`config.mk`:
```
export PLATFORM = sky130hd
export DESIGN_NAME = ssi_enc_slave
export DESIGN_NICKNAME = d
export VERILOG_FILES = /design/src/rtl/ssi_pkg.sv /design/src/rtl/ssi_edge_sync.sv /design/src/rtl/ssi_mono_timer.sv /design/src/rtl/ssi_shifter.sv /design/src/rtl/ssi_enc_slave.sv
export SDC_FILE = /design/constraint.sdc
export NUM_CORES = 1
export LEC_CHECK = 0
export BUFFER_PORTS_ARGS = -buffer_cell sky130_fd_sc_hd__buf_4
export CORE_ASPECT_RATIO = 0.8
export CORE_MARGIN = 2
export CORE_UTILIZATION = 35
export DETAILED_ROUTE_END_ITERATION = 10
export REMOVE_ABC_BUFFERS = 1
export SYNTH_ARGS = -nofsm -noshare
export SYNTH_HDL_FRONTEND = slang
export SYNTH_SLANG_ARGS = --single-unit
```
`constraint.sdc`:
```
create_clock -name clk -period 5.29 [get_ports clk]
set_input_delay 0.529 -clock clk [delete_from_list [all_inputs] [get_ports clk]]
set_output_delay 0.529 -clock clk [all_outputs]
set_load 0.1 [all_outputs]
```
`src/rtl/ssi_pkg.sv`:
```
// Package: shared types for the synchronous serial encoder slave.
// Assumes: nothing beyond IEEE 1800-2017.
package ssi_pkg;

    // Frame phase: waiting, sending bits, or holding low after the last bit.
    typedef enum logic [1:0] {
        PH_IDLE  = 2'd0,
        PH_SHIFT = 2'd1,
        PH_TAIL  = 2'd2
    } ssi_phase_e;

endpackage

```
`src/rtl/ssi_edge_sync.sv`:
```
// Module: ssi_edge_sync
// Brings an asynchronous level into the clk domain through SYNC_STAGES
// flip-flops and reports single-cycle rise and fall pulses.
// Assumes: the input is slower than clk by enough that no pulse is shorter
// than two clk periods; the reset level matches the line's idle level.
module ssi_edge_sync #(
    parameter int   SYNC_STAGES = 2,
    parameter logic RESET_LEVEL = 1'b1
) (
    input  logic clk,
    input  logic rst_n,
    input  logic async_i,
    output logic rise_o,
    output logic fall_o
);
    localparam int CHAIN_W = SYNC_STAGES + 1;

    logic [CHAIN_W-1:0] chain;

    // Synchroniser stages plus one history stage for edge detection.
    always_ff @(posedge clk) begin
        if (!rst_n) chain <= {CHAIN_W{RESET_LEVEL}};
        else        chain <= {chain[CHAIN_W-2:0], async_i};
    end

    // Edge pulses compare the last synchronised stage with its history.
    always_comb begin
        rise_o = chain[SYNC_STAGES-1] & ~chain[SYNC_STAGES];
        fall_o = ~chain[SYNC_STAGES-1] & chain[SYNC_STAGES];
    end
endmodule

```
`src/rtl/ssi_mono_timer.sv`:
```
// Module: ssi_mono_timer
// Retriggerable monoflop. While active it counts system clocks since the
// last retrigger and raises expire_o once the count reaches limit_i.
// Assumes: the owner drops active_i in the cycle after expire_o.
module ssi_mono_timer #(
    parameter int CNT_W = 16
) (
    input  logic             clk,
    input  logic             rst_n,
    input  logic             active_i,
    input  logic             retrig_i,
    input  logic [CNT_W-1:0] limit_i,
    output logic             expire_o
);
    logic [CNT_W-1:0] quiet_cnt;
    logic [CNT_W:0]   next_cnt;

    // Quiet-time counter: clears on an edge or when idle, saturates at expiry.
    always_ff @(posedge clk) begin
        if (!rst_n)                      quiet_cnt <= '0;
        else if (!active_i || retrig_i)  quiet_cnt <= '0;
        else if (!expire_o)              quiet_cnt <= quiet_cnt + 1'b1;
    end

    // Expiry once the next count would meet the limit with no edge present.
    always_comb begin
        next_cnt = {1'b0, quiet_cnt} + 1'b1;
        expire_o = active_i && !retrig_i && (next_cnt >= {1'b0, limit_i});
    end
endmodule

```
`src/rtl/ssi_shifter.sv`:
```
// Module: ssi_shifter
// Frame sequencer and output shift register. A start pulse captures the
// word; each rise pulse sends the next bit MSB first; the rise after the
// last bit parks the line low; clear_i returns to idle with the line high.
// Assumes: start_i only pulses while idle; clear_i only pulses while busy.
module ssi_shifter
    import ssi_pkg::*;
#(
    parameter int WORD_W = 24
) (
    input  logic              clk,
    input  logic              rst_n,
    input  logic              start_i,
    input  logic              rise_i,
    input  logic              clear_i,
    input  logic [WORD_W-1:0] word_i,
    output logic              data_o,
    output ssi_phase_e        phase_o,
    output logic [$clog2(WORD_W+2)-1:0] bit_cnt_o
);
    localparam int CNT_W = $clog2(WORD_W + 2);
    localparam logic [CNT_W-1:0] LAST_CNT = CNT_W'(WORD_W);

    ssi_phase_e        phase;
    logic [WORD_W-1:0] shreg;
    logic [CNT_W-1:0]  bit_cnt;
    logic              data_q;

    // Frame sequencing, bit counting and output register update.
    always_ff @(posedge clk) begin
        if (!rst_n) begin
            phase   <= PH_IDLE;
            shreg   <= '0;
            bit_cnt <= '0;
            data_q  <= 1'b1;
        end else if (clear_i) begin
            phase   <= PH_IDLE;
            bit_cnt <= '0;
            data_q  <= 1'b1;
        end else begin
            case (phase)
                PH_IDLE: begin
                    if (start_i) begin
                        shreg   <= word_i;
                        bit_cnt <= '0;
                        phase   <= PH_SHIFT;
                    end
                end
                PH_SHIFT: begin
                    if (rise_i) begin
                        bit_cnt <= bit_cnt + 1'b1;
                        if (bit_cnt == LAST_CNT) begin
                            data_q <= 1'b0;
                            phase  <= PH_TAIL;
                        end else begin
                            data_q <= shreg[WORD_W-1];
                            shreg  <= {shreg[WORD_W-2:0], 1'b0};
                        end
                    end
                end
                default: begin
                    phase <= PH_TAIL;
                end
            endcase
        end
    end

    // Expose state to the top level.
    always_comb begin
        data_o    = data_q;
        phase_o   = phase;
        bit_cnt_o = bit_cnt;
    end
endmodule

```
`src/rtl/ssi_enc_slave.sv`:
```
// Module: ssi_enc_slave (top)
// Slave side of a synchronous serial absolute-encoder link: clock
// synchroniser, monoflop timeout, pending-word latch and shifter.
// Assumes: ssi_clk_i idles high and each level lasts at least three clk
// periods; mono_cycles_i is held steady during a frame.
module ssi_enc_slave
    import ssi_pkg::*;
#(
    parameter int WORD_W      = 24,
    parameter int CNT_W       = 16,
    parameter int SYNC_STAGES = 2
) (
    input  logic              clk,
    input  logic              rst_n,
    input  logic              ssi_clk_i,
    input  logic              load_valid_i,
    input  logic [WORD_W-1:0] load_word_i,
    input  logic [CNT_W-1:0]  mono_cycles_i,
    output logic              ssi_data_o,
    output logic              idle_o
);
    localparam int BC_W = $clog2(WORD_W + 2);

    logic              clk_rise;
    logic              clk_fall;
    logic              expire;
    logic              frame_start;
    logic              busy;
    logic [WORD_W-1:0] hold_word;
    logic [WORD_W-1:0] capture_word;
    ssi_phase_e        phase;
    logic [BC_W-1:0]   bit_cnt;

    ssi_edge_sync #(
        .SYNC_STAGES (SYNC_STAGES),
        .RESET_LEVEL (1'b1)
    ) u_sync (
        .clk     (clk),
        .rst_n   (rst_n),
        .async_i (ssi_clk_i),
        .rise_o  (clk_rise),
        .fall_o  (clk_fall)
    );

    ssi_mono_timer #(
        .CNT_W (CNT_W)
    ) u_timer (
        .clk      (clk),
        .rst_n    (rst_n),
        .active_i (busy),
        .retrig_i (clk_rise | clk_fall),
        .limit_i  (mono_cycles_i),
        .expire_o (expire)
    );

    ssi_shifter #(
        .WORD_W (WORD_W)
    ) u_shift (
        .clk       (clk),
        .rst_n     (rst_n),
        .start_i   (frame_start),
        .rise_i    (clk_rise),
        .clear_i   (expire),
        .word_i    (capture_word),
        .data_o    (ssi_data_o),
        .phase_o   (phase),
        .bit_cnt_o (bit_cnt)
    );

    // Pending-word latch: accepts host words only between frames.
    always_ff @(posedge clk) begin
        if (!rst_n)                        hold_word <= '0;
        else if (load_valid_i && !busy)    hold_word <= load_word_i;
    end

    // Frame start and capture source; a coincident load is forwarded.
    always_comb begin
        busy         = (phase != PH_IDLE);
        idle_o       = !busy;
        frame_start  = clk_fall && !busy;
        capture_word = load_valid_i ? load_word_i : hold_word;
    end
endmodule

```
# After elaboration in Yosys (flattened, before gate mapping)
# Index checks and enable logic that the tools add are counted.
# W data, S select, Z words.
# op_classes
add_sub_neg,3
n_eq_ne,6
n_mux,13
bitwise,7
reduce_logical,16
order_cmp,1
# ops
cell,n
$mux W24,4
$pmux W24 S2,1
$add A16 B1 Y17 const B,1
$ge A17 B16 Y1,1
$add A16 B1 Y16 const B,1
$mux W5,2
$pmux W5 S2,1
$mux W2,3
$ne A2 B2 Y1 const B,3
$reduce_and A3 Y1,2
$add A5 B1 Y5 const B,1
$eq A5 B5 Y1 const B,1
$reduce_and A5 Y1,1
$logic_and A1 B1 Y1,4
$not A1 Y1,4
$pmux W2 S2,1
$reduce_bool A2 Y1,2
$reduce_or A2 Y1,2
$and A1 B1 Y1,2
$eq A2 B1 Y1 const B,1
$logic_not A1 Y1,2
$logic_not A2 Y1,1
$ne A2 B1 Y1 const B,1
$reduce_and A2 Y1,1
other kinds (3),3
# word_totals
reg_bits,75
out_inout_bits,2

# Depth between registers and ports, before layout
# depth
word_depth,8
depth_mapped,15
depth_no_buf,13

# Modules after synthesis
# From an unflattened synthesis, not the netlist that was laid out.
# hier_totals
cells_unflattened,475
hier_area_um2,4337.9
# by_module_without_submodules
module,area_each_um2,instances,seq_area_each_um2,cells_each
ssi_shifter,1540.2,1,640.6,155
ssi_mono_timer,1407.6,1,320.3,176
ssi_enc_slave,1298.7,1,480.5,136
ssi_edge_sync,91.3,1,60.1,8

# Worst setup path after synthesis
# No wires, ideal clock.
# synth_timing
kind,register to register
from,register u_timer.quiet_cnt[0]
to,register u_shift.shreg[10]
t_arrival_ns,3.261
t_required_ns,5.218
path_stages_with_launch,16
path_slack_ns,1.958
setup_time_ns,0.072
n_path_buf,2
period_less_slack_ns,3.332
cell_sequence,dfxtp_1 > ha_1 > nand3_2 > or2_2 > nor2_1 > nand3_1 > xnor2_1 > ha_1 > nand4_1 > nor4_1 > o21bai_1 > and4_1 > buf_6 > o211ai_4 > buf_12 > mux2i_1
# synth_via
elab_chain_cells,5
# synth_lines
item,line_no,rtl
start: declaration,ssi_mono_timer.sv:15,logic [CNT_W-1:0] quiet_cnt;
start signal: assignment,ssi_mono_timer.sv:22,else if (!expire_o) quiet_cnt <= quiet_cnt + 1'b1;
$add A16 B1 Y17,ssi_mono_timer.sv:27,"next_cnt = {1'b0, quiet_cnt} + 1'b1;"
named net u_timer.next_cnt[10],ssi_mono_timer.sv:16,logic [CNT_W:0] next_cnt;
$ge A17 B16 Y1,ssi_mono_timer.sv:28,"expire_o = active_i && !retrig_i && (next_cnt >= {1'b0, limit_i});"
$logic_and A1 B1 Y1,ssi_mono_timer.sv:28,
$not A1 Y1 (no source line),--,
$reduce_and A5 Y1 (no source line),--,
end signal: assignment,ssi_shifter.sv:44,shreg <= word_i;
end signal: assignment,ssi_shifter.sv:57,"shreg <= {shreg[WORD_W-2:0], 1'b0};"
end: declaration,ssi_shifter.sv:25,logic [WORD_W-1:0] shreg;
# The timed path passes the listed nets, and every way through them passes these cells.
# A chain may end at the register's enable or synchronous reset.

# Worst setup path after layout
# layout_timing
from,register u_timer.quiet_cnt[0]
to,register u_timer.quiet_cnt[13]
# layout_via
elab_chain_cells,3
elab_cells_between_ends,4
# layout_lines
item,line_no
$add A16 B1 Y17,ssi_mono_timer.sv:27
named net u_timer.next_cnt[10],ssi_mono_timer.sv:16
$ge A17 B16 Y1,ssi_mono_timer.sv:28
$logic_and A1 B1 Y1,ssi_mono_timer.sv:28
# The timed path passes the listed nets, and every way through them passes these cells.

==> key figures <==
Status
  • Outcome: completed

Pwr
  • Tot Pwr: 1.39 mW
  • Maximum VDD drop: 188 uV
  • Pwr Density: 288 nW/um^2
  • Lkg Pwr: 2.14 nW

STA
  • Final hold vios: 0
  • Final setup skew: 9.93 ps
  • WHS: 377 ps
  • Setup Viol. Count Final: 0
  • RSZ-0062 raised after global routing: no
  • Relative slew slack: 28.1%
  • Min Tclk post-route: ~4200 ps
  • Tcrit/Tclk final: between 70% and 80%
  • Setup TNS: 0 ps
  • FMAX: between 200 and 250 MHz
  • Worst Tran Pin Value: between 1000 and 1500 ps
  • Fin. max-slew vios: 0

Worst setup path
  • Data arrival time of the worst path: 4490 ps
  • Critical path capture point type: register
  • Largest stage delay, worst path: 730 ps
  • WS Path Type: register to register
  • Critical Path RT: 5550 ps
  • Critical path buffer and inverter count: 0
  • Crit-path slowest cell: nand4_1
  • Crit Path Max Fanout: 27
  • Critical path, cell by cell: ha_1 > nand3_2 > or2_2 > nor2_1 > nand3_1 > xnor2_1 > ha_1 > nand4_1 > nor2_1 > a221oi_1 > nand4_1 > or3_1 > a21oi_1
  • Largest delay share family, worst path: simple AND/OR/NAND/NOR gates
  • Critical Path Source Type: register

Clock tree
  • CTS tree: yes
  • H-tree Lvls: 3
  • Post-CTS setup repair buffer count: 0
  • Longest Clk Path Bufs: 2
  • Worst-path clk slew: about 60 ps
  • Clk_lat worst skew: around 340 ps
  • CTS buffer count: 9
  • Hold Buf Count CTS: 0
  • Clock sink count: 75
  • Post-CTS resize count: 0
  • CTS root buf: clkbuf_16

Floorplan
  • Initial core utilization: 35.9%
  • Row count: 35
  • Die Wd: 126 um
  • Die height: 101 um
  • Core region area: 11600 um^2
  • Die Area: 12800 um^2
  • IO Pins: 46

Min path
  • Worst min path class: input port to register

Synthesis
  • Yosys reg bits: 75
  • Synth Area in Compound Gates: 13.3%
  • Synth Area in XOR/XNOR: 3.80%
  • Post-synth top area share: 36.1%
  • Top post-synthesis cells by area: dfxtp_1 (36%), nand2_1 (12%), mux2i_1 (12%)
  • Simple-Gate Fraction of Synth Area: 21.8%
  • Post-Synth Adder-Cell Area: 6.33%
  • Syn avg cell area: between 8 and 9 um^2
  • EDFF count, synth: 0
  • Cell Area, Synth: just over 4000 um^2
  • Largest family of logic cells by synthesized area: simple AND/OR/NAND/NOR gates
  • Ys Warns: 0
  • Dominant cell type by area after synthesis: dfxtp_1
  • Post-synthesis cell count: 518
  • Top FF cell, synth: dfxtp_1
  • Ys async rst share: 0%
  • Sequential fraction of the synthesis area: 36.1%
  • Post-synthesis mux area share: 11.8%
  • Synth cell types: 43

Finish
  • P&R area growth vs syn: 16.2%
  • Ant diodes: 0
  • Fin nets: 610
  • Layout cells sized above 1: 13.5%
  • End-of-flow core utilization: 41.8%
  • Post-Layout Cell Count: 698

Flow run
  • Max Cap Viol: 0

GRT
  • Initial antenna violation count: 0
  • Largest net degree at the start of global routing: between 50 and 60
  • First-pass GRT wire length: around 15000 um
  • Grt total ovfl: 0
  • All-Layer GR Usage: 13.9%
  • Vias in the first global route: 3210

Placement
  • IO buf count: between 40 and 50
  • GP Congestion: 0.804
  • Final HPWL DP: 5880 um
  • # placed instances: roughly 680

Routing
  • Antenna-violating nets left: 0
  • Routed wire length: 8690 um
  • Wirelength per Cell: 12.5 um
  • DR vias: 3389
  • Drt first pass iters: 4
  • 1st-iter DRT viols: 164
  • DRC: 0
  • Vias per Instance: 4.86
## cell usage in the layout, fill, tap and decap left out, drive strengths merged, types with 2 or more instances in the layout
cell type / Yosys / final
ha: 21 / 21
mux2i: 49 / 49
inv: 25 / 25
dfxtp: 75 / 75
clkinvlp: 0 / 2
o21ai: 42 / 42
buf: 6 / 46
nor3: 2 / 2
nor2b: 2 / 2
clkbuf: 21 / 10
xor2: 7 / 7
and3: 4 / 4
nand2: 136 / 136
xnor2: 11 / 11
nand2b: 4 / 4
nor4: 2 / 2
a21oi: 46 / 46
or3: 14 / 14
nand3: 13 / 13
nand4: 6 / 6
nor2: 13 / 13
clkinv: 0 / 2
bufinv: 0 / 2
or2: 2 / 2
## logic make-up (layout without fill, tap and decap cells)
kind of cell,count (synthesis),in the layout
buffers and inverters,55,87
XOR/XNOR,18,18
AND/OR/NAND/NOR,201,201
multiplexers,49,49
adder cells (fa/ha/maj),21,21
flip-flops,75,75
AO/OA/AOI/OAI,99,99
## sequential cells by signal (all words and copies together) (netlist names)
name               flops
hold_word             24
u_shift.shreg         24
u_timer.quiet_cnt     16
u_shift.bit_cnt_o      5
u_sync.chain           3
u_shift.phase_o        2
u_shift.data_o         1
## power breakdown
group / internal (mW) / switching (mW)
registers: 0.583 / 0.00897
clock network: 0.425 / 0.240
logic: 0.0583 / 0.0763
## synthesized netlist by cell type, types with 6 or more instances
cell type  number
ha_1           21
or3_1          14
inv_1          25
xor2_1          7
xnor2_1        11
dfxtp_1        75
o21ai_0        41
clkbuf_1       20
a21oi_1        46
nand2_1       136
nand3_1         9
mux2i_1        49
nand4_1         6
nor2_1         13
## final timing paths
kind | cells after the start | slack, ps | endpoint | from
worst max-delay path | 13 | 1070 | u_timer.quiet_cnt[13]$_SDFFE_PP0N_ | u_timer.quiet_cnt[0]$_SDFFE_PP0N_
worst min-delay path | 2 | 380 | u_sync.chain[0]$_SDFF_PN1_ | ssi_clk_i
worst max register to register | 13 | 1070 | u_timer.quiet_cnt[13]$_SDFFE_PP0N_ | u_timer.quiet_cnt[0]$_SDFFE_PP0N_
worst min register to register | 1 | 410 | u_sync.chain[1]$_SDFF_PN1_ | u_sync.chain[0]$_SDFF_PN1_
## per-layer routing
layer	up-vias	global-route usage, %	routed length, um
li1	1798	-	-
met1	1516	17.4	4310
met2	66	23.4	3860
met3	9	4.44	413
met4	0	4.06	104
met5	-	0	0
## area by class of cell
class                   instances  area, um^2
well taps                     148         185
clock inverters                 6        88.8
fillers                      1178        6730
flip-flops and latches         75        1500
clock buffers                  10         239
inverters                      25        93.8
repair buffers                 46         345
multi-input cells             388        2370
## per-stage QoR
step	setup WS [ps]	cell area, um^2
after floorplan	1710	3970
after global placement	1260	4500
after detailed placement	1070	4500
after CTS	1050	4830
after global routing	708	4830
final	1070	4830
Power figures use the tool's default switching activity.
